## src/rtl/mac_alloc_pkg.sv

```systemverilog
package mac_alloc_pkg;
  typedef enum logic [1:0] {
    OP_ADD_UC = 2'd0,
    OP_DEL_UC = 2'd1,
    OP_ADD_MC = 2'd2,
    OP_DEL_MC = 2'd3
  } op_e;

  typedef enum logic [1:0] {
    ST_OK       = 2'd0,
    ST_NOSPACE  = 2'd1,
    ST_NOTFOUND = 2'd2
  } sts_e;

  typedef enum logic [1:0] {
    FSM_IDLE = 2'd0,
    FSM_SCAN = 2'd1,
    FSM_DONE = 2'd2
  } fsm_e;

  // field positions inside a table row
  localparam int MAC_W    = 48;
  localparam int GRP_BIT  = 40;
  localparam int KIND_LO  = 60;
  localparam int SUB_LO   = 62;
  localparam int FLAG_A   = 64;
  localparam int FLAG_B   = 65;
  localparam int OWNER_LO = 66;

  localparam logic [1:0] KIND_EMPTY = 2'd0;
  localparam logic [1:0] KIND_ADDR  = 2'd1;
  localparam logic [1:0] KIND_VADDR = 2'd3;
endpackage

```

## src/rtl/slot_scan.sv

```systemverilog
module slot_scan
  import mac_alloc_pkg::*;
#(
  parameter int ENTRY_W = 69,
  parameter int IDX_W   = 4
) (
  input  logic               clk,
  input  logic               rst_n,
  input  logic               clr,
  input  logic               vld,
  input  logic [IDX_W-1:0]   idx,
  input  logic [ENTRY_W-1:0] ent,
  input  logic [MAC_W-1:0]   key_mac,
  output logic               found_match,
  output logic [IDX_W-1:0]   match_idx,
  output logic [ENTRY_W-1:0] match_ent,
  output logic               found_free,
  output logic [IDX_W-1:0]   free_idx,
  output logic               found_age,
  output logic [IDX_W-1:0]   age_idx
);
  logic [1:0]         kind;
  logic               is_addr, hit, empty, evictable;
  logic               fm_d, ff_d, fa_d;
  logic [IDX_W-1:0]   mi_d, fi_d, ai_d;
  logic [ENTRY_W-1:0] me_d;

  assign kind      = ent[KIND_LO +: 2];
  assign is_addr   = (kind == KIND_ADDR) || (kind == KIND_VADDR);
  assign hit       = is_addr && (ent[MAC_W-1:0] == key_mac);
  assign empty     = (kind == KIND_EMPTY);
  assign evictable = is_addr && !ent[GRP_BIT] && ent[SUB_LO];

  always_comb begin
    fm_d = found_match; mi_d = match_idx; me_d = match_ent;
    ff_d = found_free;  fi_d = free_idx;
    fa_d = found_age;   ai_d = age_idx;
    if (clr) begin
      fm_d = 1'b0; mi_d = '0; me_d = '0;
      ff_d = 1'b0; fi_d = '0;
      fa_d = 1'b0; ai_d = '0;
    end else if (vld) begin
      if (!found_match && hit) begin
        fm_d = 1'b1; mi_d = idx; me_d = ent;
      end
      if (!found_free && empty) begin
        ff_d = 1'b1; fi_d = idx;
      end
      if (!found_age && evictable) begin
        fa_d = 1'b1; ai_d = idx;
      end
    end
  end

  always_ff @(posedge clk or negedge rst_n) begin
    if (!rst_n) begin
      found_match <= 1'b0; match_idx <= '0; match_ent <= '0;
      found_free  <= 1'b0; free_idx  <= '0;
      found_age   <= 1'b0; age_idx   <= '0;
    end else begin
      found_match <= fm_d; match_idx <= mi_d; match_ent <= me_d;
      found_free  <= ff_d; free_idx  <= fi_d;
      found_age   <= fa_d; age_idx   <= ai_d;
    end
  end

  // the lowest matching row, once recorded, is kept for the rest of the scan
  a_r2_first_match_held: assert property (@(posedge clk) disable iff (!rst_n)
    (found_match && !clr) |=> (found_match && $stable(match_idx)));

  // the lowest empty row, once recorded, is kept
  a_r3_first_free_held: assert property (@(posedge clk) disable iff (!rst_n)
    (found_free && !clr) |=> (found_free && $stable(free_idx)));
endmodule

```

## src/rtl/entry_compose.sv

```systemverilog
module entry_compose
  import mac_alloc_pkg::*;
#(
  parameter int ENTRY_W = 69,
  parameter int IDX_W   = 4,
  parameter int MASK_W  = 3,
  parameter int PNUM_W  = 2
) (
  input  op_e                op,
  input  logic [MAC_W-1:0]   mac,
  input  logic [PNUM_W-1:0]  port,
  input  logic [MASK_W-1:0]  mask,
  input  logic               secure,
  input  logic               blocked,
  input  logic               sup,
  input  logic [1:0]         mstate,
  input  logic               found_match,
  input  logic [IDX_W-1:0]   match_idx,
  input  logic [ENTRY_W-1:0] match_ent,
  input  logic               found_free,
  input  logic [IDX_W-1:0]   free_idx,
  input  logic               found_age,
  input  logic [IDX_W-1:0]   age_idx,
  output logic               wr_req,
  output logic [IDX_W-1:0]   pick_idx,
  output logic [ENTRY_W-1:0] wr_data,
  output sts_e               status
);
  logic               slot_ok;
  logic [IDX_W-1:0]   slot_idx;
  logic [ENTRY_W-1:0] base;

  // add priority: existing match, first empty, first evictable
  always_comb begin
    slot_ok  = 1'b1;
    slot_idx = '0;
    if (found_match)     slot_idx = match_idx;
    else if (found_free) slot_idx = free_idx;
    else if (found_age)  slot_idx = age_idx;
    else                 slot_ok  = 1'b0;
  end

  always_comb begin
    wr_req   = 1'b0;
    pick_idx = '0;
    wr_data  = '0;
    status   = ST_OK;
    base     = match_ent;
    unique case (op)
      OP_ADD_UC: begin
        wr_data[MAC_W-1:0]         = mac;
        wr_data[KIND_LO +: 2]      = KIND_ADDR;
        wr_data[FLAG_A]            = secure;
        wr_data[FLAG_B]            = blocked;
        wr_data[OWNER_LO +: PNUM_W] = port;
        if (slot_ok) begin
          wr_req = 1'b1; pick_idx = slot_idx;
        end else begin
          status = ST_NOSPACE;
        end
      end
      OP_ADD_MC: begin
        if (!found_match) base = '0;
        wr_data                    = base;
        wr_data[MAC_W-1:0]         = mac;
        wr_data[KIND_LO +: 2]      = KIND_ADDR;
        wr_data[SUB_LO +: 2]       = mstate;
        wr_data[FLAG_B]            = sup;
        wr_data[OWNER_LO +: MASK_W] = base[OWNER_LO +: MASK_W] | mask;
        if (slot_ok) begin
          wr_req = 1'b1; pick_idx = slot_idx;
        end else begin
          status = ST_NOSPACE;
        end
      end
      OP_DEL_UC: begin
        if (found_match) begin
          wr_req = 1'b1; pick_idx = match_idx;
        end else begin
          status = ST_NOTFOUND;
        end
      end
      OP_DEL_MC: begin
        wr_data = match_ent;
        if (mask != '0) wr_data[OWNER_LO +: MASK_W] = mask;
        else            wr_data[KIND_LO +: 2]       = KIND_EMPTY;
        if (found_match) begin
          wr_req = 1'b1; pick_idx = match_idx;
        end else begin
          status = ST_NOTFOUND;
        end
      end
      default: status = ST_OK;
    endcase
  end
endmodule

```

## src/rtl/mac_slot_alloc.sv

```systemverilog
module mac_slot_alloc
  import mac_alloc_pkg::*;
#(
  parameter int DEPTH     = 16,
  parameter int NUM_PORTS = 3,
  localparam int IDX_W    = $clog2(DEPTH),
  localparam int MASK_W   = NUM_PORTS,
  localparam int PNUM_W   = $clog2(NUM_PORTS),
  localparam int ENTRY_W  = OWNER_LO + MASK_W
) (
  input  logic               clk,
  input  logic               rst_n,
  input  logic               cmd_valid,
  output logic               cmd_ready,
  input  logic [1:0]         cmd_op,
  input  logic [47:0]        cmd_mac,
  input  logic [PNUM_W-1:0]  cmd_port,
  input  logic [MASK_W-1:0]  cmd_mask,
  input  logic               cmd_secure,
  input  logic               cmd_blocked,
  input  logic               cmd_super,
  input  logic [1:0]         cmd_mstate,
  output logic               tbl_rd_en,
  output logic [IDX_W-1:0]   tbl_rd_idx,
  input  logic [ENTRY_W-1:0] tbl_rd_data,
  output logic               tbl_wr_en,
  output logic [IDX_W-1:0]   tbl_wr_idx,
  output logic [ENTRY_W-1:0] tbl_wr_data,
  output logic               rsp_valid,
  output logic [1:0]         rsp_status,
  output logic [IDX_W-1:0]   rsp_idx
);
  localparam logic [IDX_W:0]   PTR_END  = (IDX_W+1)'(DEPTH);
  localparam logic [IDX_W-1:0] LAST_IDX = IDX_W'(DEPTH - 1);

  // reset: asserted asynchronously, released on a clock edge
  logic rst_meta, rst_sync_n;
  always_ff @(posedge clk or negedge rst_n) begin
    if (!rst_n) begin
      rst_meta <= 1'b0; rst_sync_n <= 1'b0;
    end else begin
      rst_meta <= 1'b1; rst_sync_n <= rst_meta;
    end
  end

  fsm_e            state_q, state_d;
  logic [IDX_W:0]  ptr_q, ptr_d;
  logic            rvld_q;
  logic [IDX_W-1:0] ridx_q;
  logic            accept, scan_last;

  op_e               op_q;
  logic [47:0]       mac_q;
  logic [PNUM_W-1:0] port_q;
  logic [MASK_W-1:0] mask_q;
  logic              sec_q, blk_q, sup_q;
  logic [1:0]        mst_q;

  assign cmd_ready  = (state_q == FSM_IDLE);
  assign accept     = cmd_valid && cmd_ready;
  assign tbl_rd_en  = (state_q == FSM_SCAN) && (ptr_q < PTR_END);
  assign tbl_rd_idx = ptr_q[IDX_W-1:0];
  assign scan_last  = rvld_q && (ridx_q == LAST_IDX);

  always_comb begin
    state_d = state_q;
    ptr_d   = ptr_q;
    unique case (state_q)
      FSM_IDLE: if (accept) begin
        state_d = FSM_SCAN; ptr_d = '0;
      end
      FSM_SCAN: begin
        if (tbl_rd_en) ptr_d = ptr_q + 1'b1;
        if (scan_last) state_d = FSM_DONE;
      end
      FSM_DONE: state_d = FSM_IDLE;
      default:  state_d = FSM_IDLE;
    endcase
  end

  always_ff @(posedge clk or negedge rst_sync_n) begin
    if (!rst_sync_n) begin
      state_q <= FSM_IDLE;
      ptr_q   <= '0;
      rvld_q  <= 1'b0;
      ridx_q  <= '0;
    end else begin
      state_q <= state_d;
      ptr_q   <= ptr_d;
      rvld_q  <= tbl_rd_en;
      ridx_q  <= tbl_rd_idx;
    end
  end

  always_ff @(posedge clk or negedge rst_sync_n) begin
    if (!rst_sync_n) begin
      op_q <= OP_ADD_UC; mac_q <= '0; port_q <= '0; mask_q <= '0;
      sec_q <= 1'b0; blk_q <= 1'b0; sup_q <= 1'b0; mst_q <= '0;
    end else if (accept) begin
      op_q <= op_e'(cmd_op); mac_q <= cmd_mac; port_q <= cmd_port; mask_q <= cmd_mask;
      sec_q <= cmd_secure; blk_q <= cmd_blocked; sup_q <= cmd_super; mst_q <= cmd_mstate;
    end
  end

  logic               fm, ff, fa;
  logic [IDX_W-1:0]   mi, fi, ai;
  logic [ENTRY_W-1:0] me;

  slot_scan #(.ENTRY_W(ENTRY_W), .IDX_W(IDX_W)) u_scan (
    .clk(clk), .rst_n(rst_sync_n), .clr(accept),
    .vld(rvld_q), .idx(ridx_q), .ent(tbl_rd_data), .key_mac(mac_q),
    .found_match(fm), .match_idx(mi), .match_ent(me),
    .found_free(ff), .free_idx(fi), .found_age(fa), .age_idx(ai)
  );

  logic               wr_req;
  logic [IDX_W-1:0]   pick;
  logic [ENTRY_W-1:0] new_ent;
  sts_e               sts;

  entry_compose #(.ENTRY_W(ENTRY_W), .IDX_W(IDX_W), .MASK_W(MASK_W), .PNUM_W(PNUM_W)) u_comp (
    .op(op_q), .mac(mac_q), .port(port_q), .mask(mask_q),
    .secure(sec_q), .blocked(blk_q), .sup(sup_q), .mstate(mst_q),
    .found_match(fm), .match_idx(mi), .match_ent(me),
    .found_free(ff), .free_idx(fi), .found_age(fa), .age_idx(ai),
    .wr_req(wr_req), .pick_idx(pick), .wr_data(new_ent), .status(sts)
  );

  assign rsp_valid   = (state_q == FSM_DONE);
  assign rsp_status  = sts;
  assign rsp_idx     = pick;
  assign tbl_wr_en   = rsp_valid && wr_req;
  assign tbl_wr_idx  = pick;
  assign tbl_wr_data = new_ent;

  // consecutive reads step up by one row
  a_r9_read_order: assert property (@(posedge clk) disable iff (!rst_sync_n)
    (tbl_rd_en && $past(tbl_rd_en)) |-> (tbl_rd_idx == $past(tbl_rd_idx) + 1'b1));

  // a taken command drops ready on the next cycle
  a_r8_busy_after_accept: assert property (@(posedge clk) disable iff (!rst_sync_n)
    (cmd_valid && cmd_ready) |=> !cmd_ready);

  // a write only comes with a response
  a_r8_write_with_rsp: assert property (@(posedge clk) disable iff (!rst_sync_n)
    tbl_wr_en |-> rsp_valid);

  // the response lasts one cycle
  a_r8_rsp_single: assert property (@(posedge clk) disable iff (!rst_sync_n)
    rsp_valid |=> !rsp_valid);

  // failures never write
  a_r3_fail_no_write: assert property (@(posedge clk) disable iff (!rst_sync_n)
    (rsp_valid && (rsp_status != 2'd0)) |-> !tbl_wr_en);

  // no read while a response is pending
  a_r9_no_read_in_rsp: assert property (@(posedge clk) disable iff (!rst_sync_n)
    rsp_valid |-> !tbl_rd_en);
endmodule

```

## config.mk

```make
export PLATFORM = sky130hd
export DESIGN_NAME = mac_slot_alloc
export DESIGN_NICKNAME = d
export VERILOG_FILES = /design/src/rtl/mac_alloc_pkg.sv /design/src/rtl/slot_scan.sv /design/src/rtl/entry_compose.sv /design/src/rtl/mac_slot_alloc.sv
export SDC_FILE = /design/constraint.sdc
export NUM_CORES = 1
export LEC_CHECK = 0
export ABC_AREA = 1
export BUFFER_PORTS_ARGS = -buffer_cell sky130_fd_sc_hd__buf_2
export CAP_MARGIN = 20
export CELL_PAD_IN_SITES_DETAIL_PLACEMENT = 0
export CELL_PAD_IN_SITES_GLOBAL_PLACEMENT = 1
export CORE_MARGIN = 8
export CORE_UTILIZATION = 39
export CTS_BUF_LIST = sky130_fd_sc_hd__clkbuf_4
export DETAILED_ROUTE_END_ITERATION = 10
export GPL_TIMING_DRIVEN = 0
export PLACE_DENSITY = 0.79
export REMOVE_ABC_BUFFERS = 1
export SYNTH_ARGS = -nofsm -noshare
export SYNTH_HDL_FRONTEND = slang
export SYNTH_SLANG_ARGS = --single-unit
```

## constraint.sdc

```tcl
create_clock -name clk -period 5.4 [get_ports clk]
set_input_delay 0.27 -clock clk [delete_from_list [all_inputs] [get_ports clk]]
set_output_delay 0.27 -clock clk [all_outputs]
set_load 0.1 [all_outputs]
```

Yosys cells after proc, flatten, opt, wreduce, memory -nomap -nowiden
Cells that the tools add are included.
{"block": "word_totals", "reg_bits": 158, "output_inout_bits": 87}
{"block": "op_classes", "add_sub_neg": 1, "magnitude_cmp": 1, "muxes": 52, "bitwise_logic": 1, "eq_ne": 12, "reduce_logical": 31}
{"cell": "69-bit 2-to-1 mux", "count": 5}
{"cell": "48-bit case mux with 2 select lines", "count": 1}
{"cell": "4-bit 2-to-1 mux", "count": 14}
{"cell": "48-bit == test", "count": 1}
{"cell": "12-bit case mux with 2 select lines", "count": 1}
{"cell": "2-bit case mux with 2 select lines", "count": 4}
{"cell": "1-bit 2-to-1 mux", "count": 15}
{"cell": "4-bit case mux with 3 select lines", "count": 1}
{"cell": "1-bit logical AND", "count": 10}
{"cell": "5-bit 2-to-1 mux", "count": 2}
{"cell": "5-bit case mux with 2 select lines", "count": 1}
{"cell": "2-bit nonzero test", "count": 5}
{"cell": "2-bit == test, second input constant", "count": 4}
{"cell": "2-bit 2-to-1 mux", "count": 4}
{"cell": "4-bit case mux with 2 select lines", "count": 1}
{"cell": "2-bit AND reduction", "count": 4}
{"cell": "2-bit by 1-bit == test with 1-bit output, second input constant", "count": 3}
{"cell": "2-bit logical NOT", "count": 3}
{"cell": "5-bit by 1-bit adder with 5-bit output, second input constant", "count": 1}
{"cell": "5-bit < comparator, second input constant", "count": 1}
{"cell": "4-bit == test, second input constant", "count": 1}
{"cell": "1-bit logical NOT", "count": 4}
{"cell": "2-bit != test, second input constant", "count": 2}
{"cell": "1-bit case mux with 2 select lines", "count": 2}
{"cell": "other kinds (7)", "count": 8}

Depth between registers and ports, before layout
Gate-level depths: netlist of the first run.
{"block": "depth", "depth_word": 8, "ltp_mapped": 13, "mapped_depth_nobuf": 11}

Hierarchy
A second synthesis of the first run with hierarchy kept.
{"block": "hier_totals", "hier_cells": 1061, "hier_area_um2": 8211.6}
{"mod": "slot_scan", "seq_area_each_um2": 2102.0, "instances": 1, "area_each_um2": 4451.8, "cells_per_inst": 597}
{"mod": "mac_slot_alloc", "seq_area_each_um2": 1851.8, "instances": 1, "area_each_um2": 2862.7, "cells_per_inst": 312}
{"mod": "entry_compose", "seq_area_each_um2": 0.0, "instances": 1, "area_each_um2": 897.1, "cells_per_inst": 152}

Worst setup path before layout of the first run
OpenSTA, ideal clock, no wires.
{"block": "synth_timing", "kind": "reg-to-output", "start": "reg u_scan.found_match", "end": "out tbl_wr_en", "path_buffers": 1, "arrival_time_ns": 4.367, "path_stages_with_launch": 6, "slack_ns": 0.763, "path_cell_list": "dfrtp_1 > buf_6 > inv_2 > nand2_1 > nor3_1 > nor4_1"}
{"block": "synth_via", "elab_chain_len": 4}
{"element": "from (decl)", "line": "slot_scan.sv:14", "text": "output logic found_match,"}
{"element": "from (signal assigned)", "line": "slot_scan.sv:61", "text": "found_match <= fm_d; match_idx <= mi_d; match_ent <= me_d;"}
{"element": "1-bit 2-to-1 mux", "line": "entry_compose.sv:37", "text": "if (found_match) slot_idx = match_idx;"}
{"element": "1-bit 2-to-1 mux", "line": "entry_compose.sv:56, entry_compose.sv:70"}
{"element": "1-bit case mux with 2 select lines *", "line": "entry_compose.sv:49", "text": "unique case (op)"}
{"element": "1-bit logical AND *", "line": "mac_slot_alloc.sv:132", "text": "assign tbl_wr_en = rsp_valid && wr_req;"}
{"element": "to (decl)", "line": "mac_slot_alloc.sv:26", "text": "output logic tbl_wr_en,"}
Every way passes the cells marked *; elsewhere a longest branch is shown, timed or not.

Final worst setup path of the first run
{"block": "layout_timing", "start": "reg op_q[0]", "end": "out tbl_wr_data[50]"}
{"block": "layout_via", "elab_chain_len": 2}
{"element": "from (decl)", "line": "mac_slot_alloc.sv:52", "text": "op_e op_q;"}
{"element": "from (signal assigned)", "line": "mac_slot_alloc.sv:100", "text": "op_q <= op_e'(cmd_op); mac_q <= cmd_mac; port_q <= cmd_port; mask_q <= cmd_mask;"}
{"element": "2-bit == test", "line": "entry_compose.sv:49"}
{"element": "12-bit case mux with 2 select lines *", "line": "entry_compose.sv:49"}
{"element": "to (decl)", "line": "mac_slot_alloc.sv:28", "text": "output logic [ENTRY_W-1:0] tbl_wr_data,"}
Marked as above.

==> results of run 1 <==
through the flow:
step           hold WS (ns)  std cells  utilization (%)
6_report              0.287       1662             53.8
3_5_place_dp         0.0570       1495             46.0
2_1_floorplan       -0.0256        991                -
4_1_cts               0.311       1659             53.7
5_1_grt               0.324       1662             53.8
3_3_place_gp         0.0569       1484             44.6
metal layers:
layer	GRT usage, %	up-vias	part of all wire [%]
li1	-	4052	-
met1	27.3	3826	47
met2	33.4	207	47
met3	4.81	15	5.6
met4	4.46	0	0.77
met5	0	-	0
worst max-delay path by stage:
stage / start / end / depth (start not counted)
global route: op_q[0] / tbl_wr_data[59] / 5
finish: op_q[0] / tbl_wr_data[50] / 5
CTS: op_q[0] / tbl_wr_data[37] / 5
floorplan: state_q[0] / ptr_q[4] / 7
detailed placement: u_scan.found_match / u_scan.match_ent[63] / 13
global placement: state_q[0] / ptr_q[4] / 7
Yosys cell counts:
cell type,number,area (um^2)
buf_2,10,50.1
o31ai_1,5,37.5
ha_1,1,12.5
nor3_1,3,15.0
nor2_1,59,221
mux2_2,8,90.1
nand3_1,42,210
buf_4,8,60.1
clkbuf_1,38,143
nor2_4,2,22.5
inv_1,102,383
nand4_1,70,438
nand2_1,349,1310
o211ai_1,1,7.51
o21ai_0,101,505
xnor2_1,7,61.3
buf_1,8,30.0
a22o_1,5,43.8
or2_0,1,6.26
xor2_1,1,8.76
a21oi_1,12,60.1
o22ai_1,1,6.26
dfrtp_1,158,3950
a32o_1,1,10.0
o21ai_1,5,25.0
inv_2,12,45.0
a21o_1,1,7.51
nand3_2,40,400
or2_1,1,6.26
buf_6,8,90.1
conb_1,1,3.75
nor4_1,2,12.5
report_power, final:
part | switching [mW] | total, mW | leakage (nW) | internal, mW
logic | 2.96 | 3.64 | 3.65 | 0.675
registers | 0.215 | 1.69 | 2.07 | 1.47
clock network | 0.481 | 0.726 | 0.154 | 0.245
sequential cells by signal, summed over array words and instances, names as in the netlist, 2 cells and up:
| register | count |
|---|---|
| u_scan.free_idx | 4 |
| u_scan.age_idx | 4 |
| state_q | 2 |
| mask_q | 3 |
| mac_q | 48 |
| ptr_q | 5 |
| port_q | 2 |
| ridx_q | 4 |
| u_scan.match_ent | 69 |
| op_q | 2 |
| mst_q | 2 |
| u_scan.match_idx | 4 |
worst reg2reg max path, stage by stage (launching register included):
cell and delay (ns):
dfrtp_1 0.56, inv_2 0.13, nand2_1 0.06, nor2_1 0.09, nand2_1 0.08, nor2_1 0.11, nand2_1 0.12, nor2_4 0.63
buf_16 0.25, buf_12 0.20, nand2_4 0.20, buf_16 0.28, nand3_1 0.19, nand2_1 0.06
cell type report:
| type | instances | area (um^2) | area share, % |
|---|---|---|---|
| Sequential cell | 158 | 3960 | 35.1 |
| Multi-Input combinational cell | 719 | 3540 | 31.4 |
| Timing Repair Buffer | 362 | 2720 | 24.1 |
| Inverter | 114 | 430 | 3.82 |
| Tap cell | 275 | 344 | 3.05 |
| Clock inverter | 15 | 153 | 1.35 |
| Clock buffer | 17 | 128 | 1.13 |
| Antenna cell | 2 | 5.00 | 0.0444 |
logic make-up (layout without fill, tap and decap cells):
group	Yosys count	in the layout	synth area share, %
compound gates	132	132	8.50
flops	158	158	47.8
buf+inv	186	508	9.68
simple gates	569	569	31.9
mux	8	8	1.09
xor+xnor	8	8	0.847
other cells	1	3	0.0453
fa+ha+maj	1	1	0.151
repair_timing:
| action | in CTS | in global routing |
|---|---|---|
| hold endpoints to repair | 135 | 0 |
| setup buffers | 0 | 0 |
| gates resized for setup | 0 | 0 |
| hold buffers | 132 | 0 |
==> results.md, run 1 <==
* Count of cell types in the netlist at 32
* Hold/Removal Path Class: flop to asynchronous set/reset pin
* PD cells at around 540 nW/um^2
* Fillcell total at approximately 2000
* Drt initial violations at approximately 430
* Num Clock Sinks at roughly 160
* Residual DRC at 0
* Commonest non-fill, non-tap cells in the layout: nand2_1, buf_2, dfrtp_1
* CP required at roughly 5 ns
* Global-route total usage across every layer at just over 20%
* Worst flop-to-flop path startpoint: u_scan.found_match
* Most common cell after layout, fill and taps aside: nand2_1
* Pleak at approximately 5.9 nW
* CORE AREA at 21000 um^2
* Setup Skew at 0.0287 ns
* CP Class: flop to primary output
* Global route overflow at 0
* Starting density of the core at roughly 39%
* Worst vdd ir at 503 uV
* Worst Setup End Kind: primary output
* Latest clock arrival within the worst-skew pair at ~0.56 ns
* Final instance area at roughly 11000 um^2
* CTS Buf Count at 17
* Pwr Total at 6.05 mW
* Fmax at 317 MHz
* Clk slew on worst S/H paths at ~0.15 ns
* Seq/Total Area, Yosys at a little under half
* Post-route antenna net violation count at 0
* First-pass GRT wire length at roughly 43 mm
* Yosys warns at 0
* Post-route clock period utilization at 58.5%
* Post-DP Area at 9650 um^2
* Average instance area after synthesis at 7.79 um^2
* Core Rows at 53
* Slew Limit Fails at 0
* Drt pass-1 iters at 6
* Worst path top cell family by delay: simple AND/OR/NAND/NOR gates
* Post-DP HPWL at ~17 mm
* Seq cells post-synth at approximately 160
* Slew @ Worst Pin at a little under 0.8 ns
* Die area at between 20000 and 30000 um^2
* Reg-to-Reg End: u_scan.match_ent[46]
* Rel. slew slack at a little under half
* FF-to-FF path depth at 13
* Number of buffer and inverter stages on the critical path at 2
* CP peak stage delay at about 0.74 ns
* Vias in the first global route at 8311
* Final min period at roughly 3.2 ns
* Vias post-DR at ~8000
* Max cap viols at 0
* Top cell by count, worst path: nand2_1
* CP Launch Type: flop
* Top Ports at approximately 220
* Die Height at around 160 um
* Largest net degree at the start of global routing at 84
* Critical path peak fanout at 24
* Setup TNS Final at 0 ns
* Status: finished clean
* Mean routed wirelength per cell at roughly 16 um
* Die Width at 162 um
* Nets at between 1500 and 2000
* P&R area growth vs syn at 36.2%
* Slowest cell on crit path: dfrtp_2
* Setup Viol. Count Final at 0
* Post-Syn Area at around 8300 um^2
* Critical Path AT at slightly below 3 ns
* Placer Congestion at approximately 0.76
* Pre-CTS WS at 2.31 ns
* Flop-to-flop setup slack at 2.32 ns
* Initial antenna violation count at 2
* Vias per inst at about 4.9
* Root Buffer: clkbuf_4
* H-tree depth at 4
* Layout cells sized above 1 at around a quarter
* Final worst setup slack at 2.24 ns
* Unrepaired setup endpoints after global routing: no
* CTS tree: yes
* IO buf count at between 200 and 250
* Clock buffer depth at 2
* Hold Vio Cnt, Final at 0
* CP Cell Sequence: inv_1 > nand2_1 > nand2_1 > nor2_1 > buf_2
* Post-Synthesis Cells at 1063
* Routed wire length at 26.5 mm
Power figures use the tool's default switching activity.
==> run 2, diff against run 1 <==
==> constraint.sdc (replaced) <==
create_clock -name clk -period 3 [get_ports clk]
set_input_delay 0.15 -clock clk [delete_from_list [all_inputs] [get_ports clk]]
set_output_delay 0.15 -clock clk [all_outputs]
set_load 0.1 [all_outputs]
==> run 2 against run 1 <==
Compared with the run above:
- count of clock-buffer cells in the layout stayed put
- via count is 0.40% higher
- flip-flop and latch count unchanged
- utilization increased by 0.24 points
- non-clock buffer count rose by 1
- final cell count rose by 0.12%
- sequential share of layout area decreased by 0.13 points
- first-iteration DRC count is 1.6% lower
- clock power rose by 82%
- global-route usage up 0.14 points
- setup slack worse by 2.1 ns
==> results.md, run 2 (synthesized netlist as in run 1, its figures left out) <==
* Status: finished clean
* Final worst setup slack at 0.184 ns (-2.06 ns)
* CP Cell Sequence: inv_1 > nand2_1 > o31ai_1 > buf_2
* Starting density of the core at 39.5% (unchanged)
* PD cells at 962 nW/um^2 (+79%)
* CORE AREA at 21000 um^2 (unchanged)
* Post-DP HPWL at 17.0 mm (unchanged)
* Pre-CTS WS at -0.0887 ns (-2.40 ns)
* Post-route antenna net violation count at 0 (unchanged)
* Commonest non-fill, non-tap cells in the layout: nand2_1, buf_2, dfrtp_1
* IO buf count at 218 (unchanged)
* Setup Viol. Count Final at 0 (unchanged)
* Pwr Total at 10.9 mW (+80%)
* Final core occ at 54.0% (+0.24 points)
* Global route overflow at 0 (unchanged)
* H-tree depth at 4 (unchanged)
* Vias in the first global route at 8325 (+0.17%)
* Die area at 26100 um^2 (unchanged)
* Slew Limit Fails at 0 (unchanged)
* Die Height at 162 um (unchanged)
* Top Ports at 219 (unchanged)
* Slowest cell on crit path: dfrtp_4
* Worst vdd ir at 909 uV (+81%)
* Critical path peak fanout at 24 (unchanged)
* Hold/Removal Path Class: flop to asynchronous set/reset pin
* Worst Setup End Kind: primary output
* CP peak stage delay at 0.65 ns (-0.09 ns)
* Pleak at 5.88 nW (+0.15%)
* FF/Latch Area at 3960 um^2 (about the same)
* Unrepaired setup endpoints after global routing: yes
* Root Buffer: clkbuf_4
* Num Clock Sinks at 158 (unchanged)
* Fillcell total at 2040 (-0.58%)
* CP Class: flop to primary output
* Max cap viols at 0 (unchanged)
* First-pass GRT wire length at 43.7 mm (+0.59%)
* Drt initial violations at 419 (-1.6%)
* Critical Path AT at 2.67 ns (-0.22 ns)
* Slew @ Worst Pin at 0.644 ns (-0.143 ns)
* Latest clock arrival within the worst-skew pair at 0.56 ns (about the same)
* Rel. slew slack at 57.0% (+9.6 points)
* Max reg flops at 69 (unchanged)
* CP required at 2.85 ns (-2.28 ns)
* Clock buffer depth at 2 (unchanged)
* Multi-input gate area at 3550 um^2 (+0.25%)
* Number of buffer and inverter stages on the critical path at 2 (unchanged)
* CTS Buf Count at 17 (unchanged)
* Global-route total usage across every layer at 20.6% (+0.14 points)
* Fmax at ~360 MHz
* P&R area growth vs syn at 36.8%
* Hold Vio Cnt, Final at 0 (unchanged)
* Post-route clock period utilization at about 94%
* Clk slew on worst S/H paths at 0.15 ns (about the same)
* Drt pass-1 iters at 5 (-1)
* Layout cells sized above 1 at 23.9% (+0.18 points)
* Routed wire length at 26.6 mm (+0.49%)
* Placer Congestion at 0.765 (unchanged)
* Core Rows at 53 (unchanged)
* CP Launch Type: flop
* Vias post-DR at 8132 (+0.40%)
* Nets at 1507 (+0.13%)
* Most common cell after layout, fill and taps aside: nand2_1
* Largest net degree at the start of global routing at 84 (unchanged)
* Initial antenna violation count at 2 (unchanged)
* CTS tree: yes
* Final min period at between 2 and 3 ns
* Residual DRC at 0 (unchanged)
* Top flop regs: u_scan.match_ent: 69 flops, mac_q: 48 flops, ptr_q: 5 flops
* Reg with most FFs: u_scan.match_ent
* Setup Skew at 0.0284 ns (-0.000322 ns)
* Worst path top cell family by delay: buffers and inverters
* Mean routed wirelength per cell at 16.0 um (+0.37%)
* Vias per inst at 4.89 (+0.27%)
* Die Width at 162 um (unchanged)
## run 2: final cells by class
cell class                 instances  share of cell area, %
clock buffer                      17                   1.13
clock inverter                    15                   1.35
inverter                         114                   3.92
antenna                            2                 0.0442
timing repair buffer             363                   24.2
tap                              275                   3.04
sequential                       158                   35.0
multi-input combinational        720                   31.3
## run 2: metal layers
layer | track usage, % | part of all wire [%] | vias to the layer above
li1 | - | - | 4054
met1 | 27.6 | 46 | 3838
met2 | 33.7 | 47 | 223
met3 | 4.71 | 5.7 | 17
met4 | 4.46 | 0.81 | 0
met5 | 0 | 0 | -
## run 2: metrics by stage
stage | cells | cell area [um^2] | hold WS, ns | TNS [ns]
after detailed placement | 1495 | 9650 | -0.0630 | -3.64
after CTS | 1660 | 11300 | 0.248 | 0
after global placement | 1484 | 9340 | -0.0631 | -1559.80
final | 1664 | 11300 | 0.288 | 0
after floorplan | 991 | 7900 | -0.146 | -869.65
after global routing | 1664 | 11300 | 0.275 | -0.0613
## run 2: final timing paths
check | cells after the start | start | slack [ns] | end
max | 4 | op_q[0] | 0.18 | rsp_idx[3]
min | 0 | rst_sync_n | 0.29 | state_q[0]
max reg2reg | 13 | u_scan.found_match | 0.37 | u_scan.match_ent[46]
min reg2reg | 0 | rst_sync_n | 0.29 | state_q[0]
max in group asynchronous | 1 | rst_sync_n | 1.99 | u_scan.match_ent[43]
min in group clk | 4 | cmd_mac[18] | 0.32 | mac_q[18]
## run 2: where the power goes
| group | internal (mW) | switching (mW) | leakage (nW) | total, mW |
|---|---|---|---|---|
| logic | 1.22 | 5.32 | 3.66 | 6.54 |
| registers | 2.65 | 0.389 | 2.07 | 3.04 |
| clock network | 0.441 | 0.875 | 0.154 | 1.32 |
## run 2: timing repair
item,CTS,global route
hold buffers,132,0
pin swaps,1,2
resized for setup,8,9
hold endpoints to repair,135,0
buffers inserted,0,2
gates cloned,1,0
setup endpoints to repair,125,122
==> run 3, diff against run 2 <==
==> constraint.sdc (replaced) <==
create_clock -name clk -period 3 [get_ports clk]
set_input_delay 0.9 -clock clk [delete_from_list [all_inputs] [get_ports clk]]
set_output_delay 0.9 -clock clk [all_outputs]
set_load 0.1 [all_outputs]
==> run 3 against run 2 <==
Compared with the run above:
- global-route usage decreased by 0.66 points
- utilization down 2.0 points
- sequential power barely moved
- non-clock buffer count shrank 123
- critical path type unchanged
- combinational power rose by 14%
- setup slack worse by 0.15 ns
- maximum frequency down 5.2%
==> results.md, run 3 (synthesized netlist as in run 1, its figures left out) <==
* Drt pass-1 iters at 5 (unchanged)
* Slew @ Worst Pin at 0.670 ns (+0.0259 ns)
* Worst flop-to-flop path startpoint: u_scan.found_match
* Net Sw Power at 6.88 mW (+4.5%)
* Final worst setup slack at 0.0304 ns (-0.154 ns)
* Max cap viols at 0 (unchanged)
* Residual DRC at 0 (unchanged)
* Post-route clock period utilization at 99.0% (+5.1 points)
* Unrepaired setup endpoints after global routing: yes
* M3 GR Usage at 4.94% (+0.23 points)
* GR Layer Usage met2 at 31.6% (-2.0 points)
* Core Rows at 53 (unchanged)
* Combinational share of power at 63.2% (+3.2 points)
* Reg with most FFs: u_scan.match_ent
* Setup Viol. Count Final at 0 (unchanged)
* CTS Buf Count at 17 (unchanged)
* Die Height at 162 um (unchanged)
* Non-Filler Instances at 1542 (-7.3%)
* Max reg flops at 69 (unchanged)
* Global-route total usage across every layer at 20.0% (-0.66 points)
* Crit. Startpoint: op_q[0]
* Fmax at 337 MHz (-5.2%)
* Drt initial violations at 371 (-11%)
* Latest clock arrival within the worst-skew pair at 0.57 ns (about the same)
* Commonest non-fill, non-tap cells in the layout: nand2_1, dfrtp_1, buf_2
* Global routing met1 resource utilization at 27.3% (-0.31 points)
* Vias post-DR at 7727 (-5.0%)
* Post-route antenna net violation count at 0 (unchanged)
* Clock Power Share at 11.2% (-0.9 points)
* Pleak at 5.55 nW (-5.6%)
* Nets at 1385 (-8.1%)
* Clock buffer depth at 2 (unchanged)
* Rel. slew slack at 55.3% (-1.7 points)
* GR peak layer: met2
* Mean routed wirelength per cell at 17.1 um (+6.9%)
* Placed insts at 1495 (unchanged)
* Post-DP Area at 9650 um^2 (unchanged)
* Vias in the first global route at 7651 (-8.1%)
* Layout cells sized above 1 at 29.5% (+5.5 points)
* Final core occ at 52.0% (-2.0 points)
* Routed wire length at 26.4 mm (-0.89%)
* Root Buffer: clkbuf_4
* Worst vdd ir at 1070 uV (+18%)
* Sequential share of power at 25.6% (-2.3 points)
* Slew Limit Fails at 0 (unchanged)
* Hold Vio Cnt, Final at 0 (unchanged)
* First-pass GRT wire length at 41.7 mm (-4.6%)
* Sw Ratio at 58.2% (-2.2 points)
* CP Class: flop to primary output
* Vias per inst at 5.01 (+2.5%)
* Initial antenna violation count at 4 (+2)
* CP Launch Type: flop
* Critical Path AT at 2.07 ns (-0.60 ns)
* Placer Congestion at 0.765 (unchanged)
* Top flop regs: u_scan.match_ent: 69 flops, mac_q: 48 flops, ptr_q: 5 flops
* CORE AREA at 21000 um^2 (unchanged)
* Starting density of the core at 39.5% (unchanged)
* Pwr Total at 11.8 mW (+8.5%)
* Top Ports at 219 (unchanged)
* Critical path peak fanout at 6 (-75%)
* CTS tree: yes
* P_int at 4.94 mW (+15%)
* Die Width at 162 um (unchanged)
* Most common cell after layout, fill and taps aside: nand2_1
* CP required at 2.10 ns (-0.75 ns)
* PD cells at 1090 nW/um^2 (+13%)
* Final instance area at 10900 um^2 (-3.8%)
* Worst Setup End Kind: primary output
* Status: finished clean
* Global route overflow at 0 (unchanged)
* P&R area growth vs syn at 31.7%
* Largest net degree at the start of global routing at 84 (unchanged)
* Hold/Removal Path Class: input pin to asynchronous set/reset pin
* H-tree depth at 4 (unchanged)
* Clk slew on worst S/H paths at 0.15 ns (about the same)
* Final min period at 2.97 ns (+0.154 ns)
* Die area at 26100 um^2 (unchanged)
* Pre-CTS WS at -0.646 ns (-0.557 ns)
* IO buf count at 218 (unchanged)
* Setup Skew at 0.0306 ns (+0.00221 ns)
* Post-DP HPWL at 17.0 mm (unchanged)
* Num Clock Sinks at 158 (unchanged)
## run 3: cell count changes in the layout (fill, tap and decap cells not counted), moves of 4 or more
cell	change
nor2_4	+9
o21ai_1	+21
buf_4	+20
nor2_2	+4
o21ai_2	+5
clkbuf_8	+16
o21ai_0	-26
nor2_1	-13
clkbuf_4	-5
buf_12	+17
o31ai_1	-4
buf_2	-67
buf_6	+25
dlygate4sd3_1	-132
## run 3: path summary, 6_finish.rpt
kind                                        end  slack, ns  cells past startpoint
setup / recovery                      tbl_wr_en       0.03                      5
hold / removal                       rst_sync_n        0.1                      1
setup reg to reg            u_scan.match_ent[2]       0.40                     13
hold reg to reg            u_scan.match_ent[29]       0.29                      0
max in group asynchronous               op_q[1]       2.02                      1
min in group clk                     rst_sync_n       0.38                      0
## run 3: layer usage
metal  vias to the layer above  share of wire, %
met5                         -              0.14
li1                       3815                 -
met3                        18               5.9
met2                       197                47
met1                      3691                46
met4                         6              0.73
## run 3: layout make-up
type	instances	area, um^2
antenna	2	5.00
clock buffer	17	128
clock inverter	15	153
fill	2084	10100
inverter	114	450
multi-input combinational	720	3750
sequential	158	3960
tap	275	344
timing repair buffer	240	2090
timing repair inverter	1	16.3
## run 3: through the flow
stage          hold WS (ns)  TNS [ns]
2_1_floorplan         0.331   -924.50
3_3_place_gp          0.334  -1691.92
3_5_place_dp          0.295    -67.87
4_1_cts              0.0286     -2.39
5_1_grt              0.0189     -2.32
6_report             0.0959         0
## run 3: what timing repair did
item	CTS	global route
setup endpoints to repair	139	139
pin swaps	4	6
resized for setup	157	114
cloned	2	0
buffers inserted	9	2
endpoints found under the hold margin	0	0
hold buffers	0	0
## run 3: critical path, cell delays in order, from the launching register on
cell and delay [ns]:
dfrtp_4 0.54, clkinvlp_4 0.18, nand2_8 0.14, nor3_4 0.06
nor4_2 0.32, buf_6 0.27
## run 3: power by group through the flow
stage | clock (mW) | combinational, mW | sequential [mW]
floorplan | 0 | 4.93 | 3.21
global placement | 0 | 6.21 | 3.15
detailed placement | 0 | 6.41 | 3.08
CTS | 1.38 | 7.27 | 3.02
global route | 1.45 | 7.86 | 3.10
finish | 1.32 | 7.47 | 3.03
